**config.mk**
```make
export PLATFORM = sky130hd
export DESIGN_NAME = wofdm_modem
export DESIGN_NICKNAME = d
export VERILOG_FILES = /design/src/rtl/wofdm_pkg.sv /design/src/rtl/wofdm_ctrl.sv /design/src/rtl/wofdm_dp.sv /design/src/rtl/wofdm_modem.sv
export SDC_FILE = /design/constraint.sdc
export NUM_CORES = 1
export LEC_CHECK = 0
export ABC_AREA = 1
export BUFFER_PORTS_ARGS = -buffer_cell sky130_fd_sc_hd__buf_2
export CORE_MARGIN = 5
export CORE_UTILIZATION = 45
export DETAILED_ROUTE_END_ITERATION = 10
export PLACE_DENSITY = 0.64
export SLEW_MARGIN = 5
export SYNTH_ARGS = -nofsm -noshare
export SYNTH_HDL_FRONTEND = slang
export SYNTH_SLANG_ARGS = --single-unit
```
**constraint.sdc**
```tcl
create_clock -name clk -period 11.55 [get_ports clk]
set_clock_uncertainty 0.2 [all_clocks]
set_input_delay 1.155 -clock clk [delete_from_list [all_inputs] [get_ports clk]]
set_output_delay 1.155 -clock clk [all_outputs]
set_load 0.01 [all_outputs]
```
**src/rtl/wofdm_pkg.sv**
```systemverilog
package wofdm_pkg;

  // Strobes from the sequencer to the datapath, one bit per action.
  typedef struct packed {
    logic txLoad;   // write one symbol into the transmit store
    logic txEmit;   // register one synthesis sample
    logic rxHold;   // keep the even sample of a pair
    logic rxStore;  // write a recovered symbol
    logic rxCopy;   // move the finished frame into the output shifter
    logic rxShift;  // advance the output shifter
  } ctlStrobes_t;

endpackage

```
**src/rtl/wofdm_ctrl.sv**
```systemverilog
module wofdm_ctrl
  import wofdm_pkg::*;
#(
  parameter int GRID_LOG = 3
) (
  input  logic                  clk,
  input  logic                  rstN,
  input  logic                  symInValid,
  input  logic                  symInFirst,
  input  logic                  rxValid,
  input  logic                  rxFirst,
  output logic                  txReady,
  output ctlStrobes_t           strb,
  output logic [2*GRID_LOG-1:0] txWrAddr,
  output logic [2*GRID_LOG:0]   txRdIdx,
  output logic [2*GRID_LOG-1:0] rxPair,
  output logic                  symOutValid,
  output logic                  symOutFirst
);
  localparam int SYM_AW    = 2 * GRID_LOG;
  localparam int SMP_AW    = SYM_AW + 1;
  localparam int FRAME_SYM = 1 << SYM_AW;
  localparam logic [SYM_AW-1:0] LAST_SYM = '1;
  localparam logic [SMP_AW-1:0] LAST_SMP = '1;

  typedef enum logic {TX_LOAD, TX_SEND} txPhase_t;

  txPhase_t          txPhase;
  logic [SYM_AW-1:0] loadCnt;
  logic [SMP_AW-1:0] sendCnt;
  logic              rxSync;
  logic [SMP_AW-1:0] rxCnt;
  logic              copyPend;
  logic              outActive;
  logic [SYM_AW-1:0] outCnt;

  logic              takeSym;
  logic              takeSmp;
  logic [SYM_AW-1:0] loadIdx;
  logic [SMP_AW-1:0] smpIdx;

  always_comb begin
    takeSym = (txPhase == TX_LOAD) && symInValid;
    loadIdx = symInFirst ? '0 : loadCnt;
    takeSmp = rxValid && (rxFirst || rxSync);
    smpIdx  = rxFirst ? '0 : rxCnt;
  end

  always_comb begin
    strb.txLoad  = takeSym;
    strb.txEmit  = (txPhase == TX_SEND);
    strb.rxHold  = takeSmp && !smpIdx[0];
    strb.rxStore = takeSmp && smpIdx[0];
    strb.rxCopy  = copyPend;
    strb.rxShift = outActive;
  end

  assign txWrAddr    = loadIdx;
  assign txRdIdx     = sendCnt;
  assign rxPair      = smpIdx[SMP_AW-1:1];
  assign txReady     = (txPhase == TX_LOAD);
  assign symOutValid = outActive;
  assign symOutFirst = outActive && (outCnt == '0);

  // Transmit sequencing: load 64 symbols, then emit 128 samples.
  always_ff @(posedge clk or negedge rstN) begin
    if (!rstN) begin
      txPhase <= TX_LOAD;
      loadCnt <= '0;
      sendCnt <= '0;
    end else if (txPhase == TX_LOAD) begin
      if (takeSym) begin
        if (loadIdx == LAST_SYM) begin
          txPhase <= TX_SEND;
          sendCnt <= '0;
          loadCnt <= '0;
        end else begin
          loadCnt <= loadIdx + 1'b1;
        end
      end
    end else begin
      sendCnt <= sendCnt + 1'b1;
      if (sendCnt == LAST_SMP) txPhase <= TX_LOAD;
    end
  end

  // Receive sequencing: pair counting, frame release, serial readout.
  always_ff @(posedge clk or negedge rstN) begin
    if (!rstN) begin
      rxSync    <= 1'b0;
      rxCnt     <= '0;
      copyPend  <= 1'b0;
      outActive <= 1'b0;
      outCnt    <= '0;
    end else begin
      if (rxValid && rxFirst) rxSync <= 1'b1;
      if (takeSmp) rxCnt <= smpIdx + 1'b1;
      copyPend <= takeSmp && (smpIdx == LAST_SMP);
      if (copyPend) begin
        outActive <= 1'b1;
        outCnt    <= '0;
      end else if (outActive) begin
        outCnt <= outCnt + 1'b1;
        if (outCnt == LAST_SYM) outActive <= 1'b0;
      end
    end
  end

  // Checker state: length of the current readout run.
  logic [SYM_AW:0] outRun;
  always_ff @(posedge clk or negedge rstN) begin
    if (!rstN) outRun <= '0;
    else       outRun <= symOutValid ? outRun + 1'b1 : '0;
  end


  rx_unsynced_quiet_chk: assert property (@(posedge clk) disable iff (!rstN)
    !rxSync |-> (!copyPend && !outActive));


  out_run_len_chk: assert property (@(posedge clk) disable iff (!rstN)
    $fell(symOutValid) |-> (outRun == (SYM_AW+1)'(FRAME_SYM)));

endmodule

```
**src/rtl/wofdm_dp.sv**
```systemverilog
module wofdm_dp
  import wofdm_pkg::*;
#(
  parameter int SYM_W    = 6,
  parameter int GRID_LOG = 3
) (
  input  logic                       clk,
  input  logic                       rstN,
  input  ctlStrobes_t                strb,
  input  logic [2*GRID_LOG-1:0]      txWrAddr,
  input  logic [2*GRID_LOG:0]        txRdIdx,
  input  logic [2*GRID_LOG-1:0]      rxPair,
  input  logic [SYM_W-1:0]           symIn,
  input  logic signed [SYM_W+1:0]    rxSmp,
  output logic signed [SYM_W+1:0]    smpOut,
  output logic                       smpValid,
  output logic                       smpFirst,
  output logic [SYM_W-1:0]           symOut
);
  localparam int SYM_AW    = 2 * GRID_LOG;
  localparam int SMP_AW    = SYM_AW + 1;
  localparam int SMP_W     = SYM_W + 2;
  localparam int FRAME_SYM = 1 << SYM_AW;
  localparam int FRAME_SMP = 2 * FRAME_SYM;
  localparam logic signed [SMP_W-1:0] DETAIL  = '0;
  localparam logic signed [SMP_W:0]   RND     = (SMP_W+1)'(1);
  localparam logic signed [SMP_W:0]   SYM_MAX = (SMP_W+1)'((1 << SYM_W) - 1);

  function automatic logic [SYM_AW-1:0] transposeIdx(input logic [SYM_AW-1:0] p);
    return {p[GRID_LOG-1:0], p[SYM_AW-1:GRID_LOG]};
  endfunction

  logic [SYM_W-1:0] txBuf  [FRAME_SYM];
  logic [SYM_W-1:0] rxBuf  [FRAME_SYM];
  logic [SYM_W-1:0] outBuf [FRAME_SYM];
  logic signed [SMP_W-1:0] rxHeld;

  // ---------------- transmit: inverse Haar, detail branch zero
  logic [SYM_AW-1:0]       srcAddr;
  logic signed [SMP_W-1:0] approx;
  logic signed [SMP_W-1:0] synth;

  always_comb begin
    srcAddr = transposeIdx(txRdIdx[SMP_AW-1:1]);
    approx  = signed'({{(SMP_W-SYM_W){1'b0}}, txBuf[srcAddr]});
    synth   = txRdIdx[0] ? (approx - DETAIL) : (approx + DETAIL);
  end

  always_ff @(posedge clk) begin
    if (strb.txLoad) txBuf[txWrAddr] <= symIn;
  end

  always_ff @(posedge clk or negedge rstN) begin
    if (!rstN) begin
      smpValid <= 1'b0;
      smpFirst <= 1'b0;
      smpOut   <= '0;
    end else begin
      smpValid <= strb.txEmit;
      smpFirst <= strb.txEmit && (txRdIdx == '0);
      if (strb.txEmit) smpOut <= synth;
    end
  end

  // ---------------- receive: forward Haar low band, rounding, clipping
  logic signed [SMP_W:0] lowBand;
  logic signed [SMP_W:0] rounded;
  logic [SYM_W-1:0]      recovered;

  always_comb begin
    lowBand = {rxHeld[SMP_W-1], rxHeld} + {rxSmp[SMP_W-1], rxSmp};
    rounded = (lowBand + RND) >>> 1;
    if (rounded[SMP_W])          recovered = '0;
    else if (rounded > SYM_MAX)  recovered = '1;
    else                         recovered = rounded[SYM_W-1:0];
  end

  always_ff @(posedge clk or negedge rstN) begin
    if (!rstN)            rxHeld <= '0;
    else if (strb.rxHold) rxHeld <= rxSmp;
  end

  always_ff @(posedge clk) begin
    if (strb.rxStore) rxBuf[transposeIdx(rxPair)] <= recovered;
  end

  // Parallel load, serial shift toward entry 0.
  for (genvar i = 0; i < FRAME_SYM; i++) begin : g_shift
    if (i == FRAME_SYM - 1) begin : g_tail
      always_ff @(posedge clk) begin
        if (strb.rxCopy)       outBuf[i] <= rxBuf[i];
        else if (strb.rxShift) outBuf[i] <= '0;
      end
    end else begin : g_body
      always_ff @(posedge clk) begin
        if (strb.rxCopy)       outBuf[i] <= rxBuf[i];
        else if (strb.rxShift) outBuf[i] <= outBuf[i+1];
      end
    end
  end

  assign symOut = outBuf[0];

  // Checker state: pair parity and transmit run length.
  logic            chkOdd;
  logic [SMP_AW:0] runLen;
  always_ff @(posedge clk or negedge rstN) begin
    if (!rstN) begin
      chkOdd <= 1'b0;
      runLen <= '0;
    end else begin
      chkOdd <= smpValid ? (smpFirst ? 1'b1 : !chkOdd) : 1'b0;
      runLen <= smpValid ? runLen + 1'b1 : '0;
    end
  end


  pair_twin_chk: assert property (@(posedge clk) disable iff (!rstN)
    (smpValid && chkOdd) |-> ($past(smpValid) && smpOut == $past(smpOut)));


  tx_run_len_chk: assert property (@(posedge clk) disable iff (!rstN)
    $fell(smpValid) |-> (runLen == (SMP_AW+1)'(FRAME_SMP)));


  first_after_gap_chk: assert property (@(posedge clk) disable iff (!rstN)
    smpFirst |-> (smpValid && !$past(smpValid)));

endmodule

```
**src/rtl/wofdm_modem.sv**
```systemverilog
module wofdm_modem
  import wofdm_pkg::*;
#(
  parameter int SYM_W    = 6,
  parameter int GRID_LOG = 3,
  localparam int SMP_W   = SYM_W + 2
) (
  input  logic                    clk,
  input  logic                    rstN,
  input  logic                    symInValid,
  input  logic                    symInFirst,
  input  logic [SYM_W-1:0]        symIn,
  output logic                    txReady,
  output logic signed [SMP_W-1:0] smpOut,
  output logic                    smpValid,
  output logic                    smpFirst,
  input  logic                    rxValid,
  input  logic                    rxFirst,
  input  logic signed [SMP_W-1:0] rxSmp,
  output logic                    symOutValid,
  output logic                    symOutFirst,
  output logic [SYM_W-1:0]        symOut
);
  localparam int SYM_AW = 2 * GRID_LOG;

  ctlStrobes_t       strb;
  logic [SYM_AW-1:0] txWrAddr;
  logic [SYM_AW:0]   txRdIdx;
  logic [SYM_AW-1:0] rxPair;

  wofdm_ctrl #(.GRID_LOG(GRID_LOG)) u_ctrl (
    .clk(clk), .rstN(rstN),
    .symInValid(symInValid), .symInFirst(symInFirst),
    .rxValid(rxValid), .rxFirst(rxFirst),
    .txReady(txReady), .strb(strb),
    .txWrAddr(txWrAddr), .txRdIdx(txRdIdx), .rxPair(rxPair),
    .symOutValid(symOutValid), .symOutFirst(symOutFirst)
  );

  wofdm_dp #(.SYM_W(SYM_W), .GRID_LOG(GRID_LOG)) u_dp (
    .clk(clk), .rstN(rstN), .strb(strb),
    .txWrAddr(txWrAddr), .txRdIdx(txRdIdx), .rxPair(rxPair),
    .symIn(symIn), .rxSmp(rxSmp),
    .smpOut(smpOut), .smpValid(smpValid), .smpFirst(smpFirst),
    .symOut(symOut)
  );


  ready_low_on_start_chk: assert property (@(posedge clk) disable iff (!rstN)
    $rose(smpValid) |-> !txReady);

endmodule

```
== Word level (Yosys, flattened, before mapping) ==
Memories as Yosys holds them, arrays and structs flattened. A register that Yosys moved wholly into a read port is not among the register bits.
Index checks and enable logic that the tools add are counted.
W data, S select, Z words.

* Register bits: 40
* Memory bits (writable): 1152
* Input port bits: 20
* Output and inout bits: 19
* Logic and storage cells: 198
* Memories: 3

* Add/subtract/negate cells: 6
* Magnitude comparators: 1
* Equal/unequal tests: 4
* Multiplexer cells: 90
* Bitwise gates (word level): 65
* Reduce and logical (&&, ||, !) cells: 18

{| class="wikitable"
|+ Memory list
! name !! words !! width !! rd ports !! clocked after memory_dff !! wr ports !! line !! source
|-
| u_dp.outBuf || 64 || 6 || 64 || 0 || 64 || wofdm_dp.sv:35 || <nowiki>logic [SYM_W-1:0] outBuf [FRAME_SYM];</nowiki>
|-
| u_dp.rxBuf || 64 || 6 || 64 || 0 || 1 || wofdm_dp.sv:34 || <nowiki>logic [SYM_W-1:0] rxBuf [FRAME_SYM];</nowiki>
|-
| u_dp.txBuf || 64 || 6 || 1 || 1 || 1 || wofdm_dp.sv:33 || <nowiki>logic [SYM_W-1:0] txBuf [FRAME_SYM];</nowiki>
|}

{| class="wikitable"
|+ Operators with widths
! cell !! number
|-
| $mux W6 || 70
|-
| $or A1 B1 Y1 || 64
|-
| $mux W7 || 4
|-
| $mux W1 || 16
|-
| $add A7 B1 Y7 const B || 2
|-
| $eq A7 B7 Y1 const B || 2
|-
| $add A6 B1 Y6 const B || 2
|-
| $eq A6 B6 Y1 const B || 2
|-
| $add A8 B8 Y9 || 1
|-
| $add A9 B2 Y9 const B || 1
|-
| $gt A8 B7 Y1 const B || 1
|-
| $logic_and A1 B1 Y1 || 8
|-
| $logic_not A7 Y1 || 1
|-
| $logic_not A6 Y1 || 1
|-
| $reduce_bool A2 Y1 || 3
|-
| $reduce_and A2 Y1 || 2
|-
| $logic_not A1 Y1 || 2
|-
| $logic_or A1 B1 Y1 || 1
|-
| $not A1 Y1 || 1
|}

== Depth between registers and ports, before layout ==
* Word-level depth: 5
* Gate-level depth with buffers: 13
* Depth with buffers taken out: 11

== Hierarchy ==
From an unflattened synthesis, not the netlist that was laid out.

* Cell total of the unflattened synthesis: 3812
* Area total of the unflattened synthesis: 46579.7 µm²

{| class="wikitable"
|+ By module, submodules not included
! module !! times used !! cells each !! area an instance (µm²) !! seq. area each (µm²)
|-
| wofdm_dp || 1 || 3586 || 44834.2 || 34993.6
|-
| wofdm_ctrl || 1 || 226 || 1745.4 || 750.7
|}

== Worst setup path before layout ==
OpenSTA, ideal clock, no wires.

* Path kind: reg-to-reg
* Start point: register u_ctrl.outActive, in the netlist u_ctrl.symOutValid
* End point: register u_ctrl.outCnt[0]
* Library setup time: 0.490 ns
* Data arrival time: 8.288 ns
* Data required time: 10.860 ns
* Setup slack: 2.572 ns
* Stages on the path, launching flop included: 4
* Buffers on the path: 0
* Clock period less this slack: 8.978 ns
* Path through: dfrtp_1 > nor2_1 > inv_1 > o21ai_0

* Cells in the longest elaborated chain, start to end: 1

{| class="wikitable"
|+ Ends and longest elaborated chain
! element !! line !! source
|-
| from (decl) || wofdm_ctrl.sv:34 || <nowiki>logic outActive;</nowiki>
|-
| from (signal assigned) || wofdm_ctrl.sv:93 || <nowiki>outActive <= 1'b0;</nowiki>
|-
| from (signal assigned) || wofdm_ctrl.sv:100 || <nowiki>outActive <= 1'b1;</nowiki>
|-
| from (signal assigned) || wofdm_ctrl.sv:104 || <nowiki>if (outCnt == LAST_SYM) outActive <= 1'b0;</nowiki>
|-
| $reduce_bool A2 Y1 (no source line) || -- ||
|-
| to (signal assigned) || wofdm_ctrl.sv:103 || <nowiki>outCnt <= outCnt + 1'b1;</nowiki>
|-
| to (decl) || wofdm_ctrl.sv:35 || <nowiki>logic [SYM_AW-1:0] outCnt;</nowiki>
|}

No other way between the ends.
A chain may end at the register's enable or synchronous reset.

==> impl_metrics.toml <==
[run_status]
status = "complete, no violations"

[job]
max-cap-violations = 0

[floorplan]
die_w_um = 331.4
num_rows = 118
core_sq_um = 103100
die_area_sq_um = 109800
num_io_pins = 39
die_h_um = 331.4
start_util_pct = 45.11

[pwr]
p_int_w = 0.007214
power.switching_w = 0.001981
peakVddDrop_v = 0.0001522
switching_share_pct = 21.55
powerDensity_nw_per_um2 = 178.1
power_frac_comb_pct = 4.5
seq_power_share_pct = 53.9
leakagePower_nw = 18.84
power_frac_clock_pct = 41.6

[finish]
multi_input_area_sq_um = 9570
num_antenna_cells = 0
regArea_sq_um = 35750
area_growth_pct = 11.08
drive_gt1_share_pct = 6.736
final_net_count = 3780
fillers = 8876

[synth]
seq_area_frac_synth_pct = 76.88
syn_inst = 3741
syn_area_per_cell_sq_um = 12.43
yosysTopAreaCellShare_pct = 74.41
synth_area_leaders = "edfxtp_1 (74%), nand2_1 (13%), nand3_1 (3.9%), dfrtp_1 (2.5%), nor2_1 (1.5%)"
yosys_warnings = 0
synth_common_cells = "nand2_1 (1625), edfxtp_1 (1152), nand3_1 (360)"
synth.most_common_cell = "nand2_1"
synthFlopType = "edfxtp_1"
synth_cell_types = 41
synth_area_sq_um = 46490
synth_edf_count = 1152
synth_area_leader_cell = "edfxtp_1"
ys_ff_latch = 1198
synthArstFlopShare_pct = 3.840

[timing]
timing.hold.ws_ns = 0.2836
slew_headroom_pct = 15.28
final-hold-violation-count = 0
tightest_slew_ns = 1.271
slew_viol_final = 0
setup_violations = 0
final.min_clock_period_ns = 3.985
tns_ns = 0
timing.fmax_mhz = 250.9
finalCritPeriodShare_pct = 34.50
rsz0062_at_grt = "no"

[worst_setup_path]
r2r_cells = 11
crit_required_ns = 11.98
reg2reg_slack_ns = 7.56
cp.arrival_ns = 4.41
crit_path_end_kind = "register"
r2r_start = "u_ctrl.txRdIdx[4]$_DFFE_PN0P_"
crit_type = "reg2reg"
start_kind = "register"
timing.rr.end = "u_dp.smpOut[2]$_DFFE_PN0P_"
worstPathMaxFanout = 78

[clock_tree]
cts_buffer_depth = 3
cts_resized = 0
cts_hold_buf = 0
cts-htree-levels = 3
cts_buffers = 118
clk-insertion-delay-late_ns = 0.70
clock-sinks = 1198
cts_setup_buffers = 0
cts-root-buf = "clkbuf_16"
cts_tree = "built"
cts.reportedPaths.clkPinSlew_ns = 0.06

[global_route]
grt_pass1_wl_um = 147600
first_global_vias = 26160
antenna_found_initial = 1
gr-usage-all-layers_pct = 16.67
grt_overflow_total = 0
grt_max_degree = 230

[placement]
port_buffers = 36
hpwl_um = 48430
place_congestion = 0.8013

[route]
route.detailed.drc = 0
wl_per_cell_um = 17.93
routed_wl_um = 93670
drt-vias-per-instance = 5.119
drtIter0Drc = 2540
antenna_left = 0
first_pass_iters = 5
num_vias = 26750

[hold_path]
min-delay-start = "u_dp.smpOut[3]$_DFFE_PN0P_"
min_to = "u_dp.smpOut[3]$_DFFE_PN0P_"
min_path_type = "reg2reg"
hold_depth = 2
critical path: stages (launching register included):
cell and delay (ns):
dfrtp_4 0.63, inv_4 0.47, buf_4 0.73, buf_4 0.73, nand2_1 0.10, nand3_1 0.10
nand3_1 0.13, nand3_1 0.18, nand3_1 0.14, nand3_1 0.14, nand3_1 0.12, nand2_1 0.09
state kept, by name, summed over array words and instances, names as in the netlist:
register            flops
u_dp.rxHeld             8
u_ctrl.txRdIdx          7
u_ctrl.rxSync           1
u_dp.outBuf           384
u_ctrl.rxCnt            7
u_ctrl.copyPend         1
u_dp.txBuf            384
u_ctrl.symOutValid      1
u_ctrl.outCnt           6
u_dp.smpValid           1
u_ctrl.loadCnt          6
u_dp.rxBuf            384
u_ctrl.txPhase          1
u_dp.smpFirst           1
u_dp.smpOut             6
layout make-up:
cell class | instances | area share, %
clock buffers | 156 | 6.152
multi-input cells | 2294 | 18.53
well taps | 1380 | 3.344
inverters | 71 | 0.5500
clock inverters | 63 | 1.383
repair buffers | 63 | 0.8141
flip-flops and latches | 1198 | 69.23
placed cells by master (no fill, tap or decap), drive strengths merged, types with 2 or more instances in the layout:
cell type / instances
nand3: 360
o22ai: 5
clkbuf: 156
buf: 63
mux2: 8
conb: 2
inv: 73
nand2: 1626
clkinv: 45
o2111ai: 2
bufinv: 12
nand4: 5
dfrtp: 46
xor2: 7
nor2: 191
clkinvlp: 4
xnor2: 5
edfxtp: 1152
nor3: 13
nor3b: 2
a21oi: 29
o21ai: 18
ha: 13
metrics by stage:
stage | cells | cell area (sq um) | worst slack (ns) | util, % | total power, W
2_1_floorplan | 3742 | 46490 | 2.572 | - | 0.005236
3_3_place_gp | 5006 | 47750 | 7.443 | 46.34 | 0.005463
3_5_place_dp | 5006 | 47750 | 7.402 | 46.34 | 0.005474
4_1_cts | 5225 | 51640 | 7.564 | 50.11 | 0.009274
5_1_grt | 5225 | 51640 | 7.303 | 50.11 | 0.009498
6_report | 5225 | 51640 | 7.565 | 50.11 | 0.009195
metal layers:
layer / part of all wire, % / track usage (%)
met1: 46 / 24.40
met2: 46 / 26.41
met3: 5.7 / 2.633
met4: 2.1 / 4.350
met5: 0 / 0
logic make-up after synthesis:
kind of cell,synth area share [%]
other cells,0.008066
fa+ha+maj,0.3929
simple gates,18.87
flops,76.88
compound gates,0.7294
xor+xnor,0.2261
buf+inv,2.694
mux,0.1938
how the worst max path moves through the flow:
stage                                        from                           end
detailed placement                       rxSmp[0]   u_dp.rxBuf[35][1]$_DFFE_PP_
global route        u_ctrl.txRdIdx[4]$_DFFE_PN0P_    u_dp.smpOut[5]$_DFFE_PN0P_
CTS                 u_ctrl.txRdIdx[4]$_DFFE_PN0P_    u_dp.smpOut[5]$_DFFE_PN0P_
finish              u_ctrl.txRdIdx[4]$_DFFE_PN0P_    u_dp.smpOut[2]$_DFFE_PN0P_
floorplan            u_ctrl.symOutValid$_DFF_PN0_  u_ctrl.outCnt[0]$_DFFE_PN0P_
global placement                         rxSmp[2]   u_dp.rxBuf[35][3]$_DFFE_PP_
power by group through the flow:
stage                     registers (W)  clock network [W]  logic, W
after floorplan                 0.00506                  0  0.000174
after global placement          0.00505                  0  0.000414
after detailed placement        0.00505                  0  0.000425
after CTS                       0.00496            0.00389  0.000425
after global routing            0.00496            0.00408  0.000455
final                           0.00496            0.00382  0.000414
No activity file was read; power rests on OpenSTA's default activity.
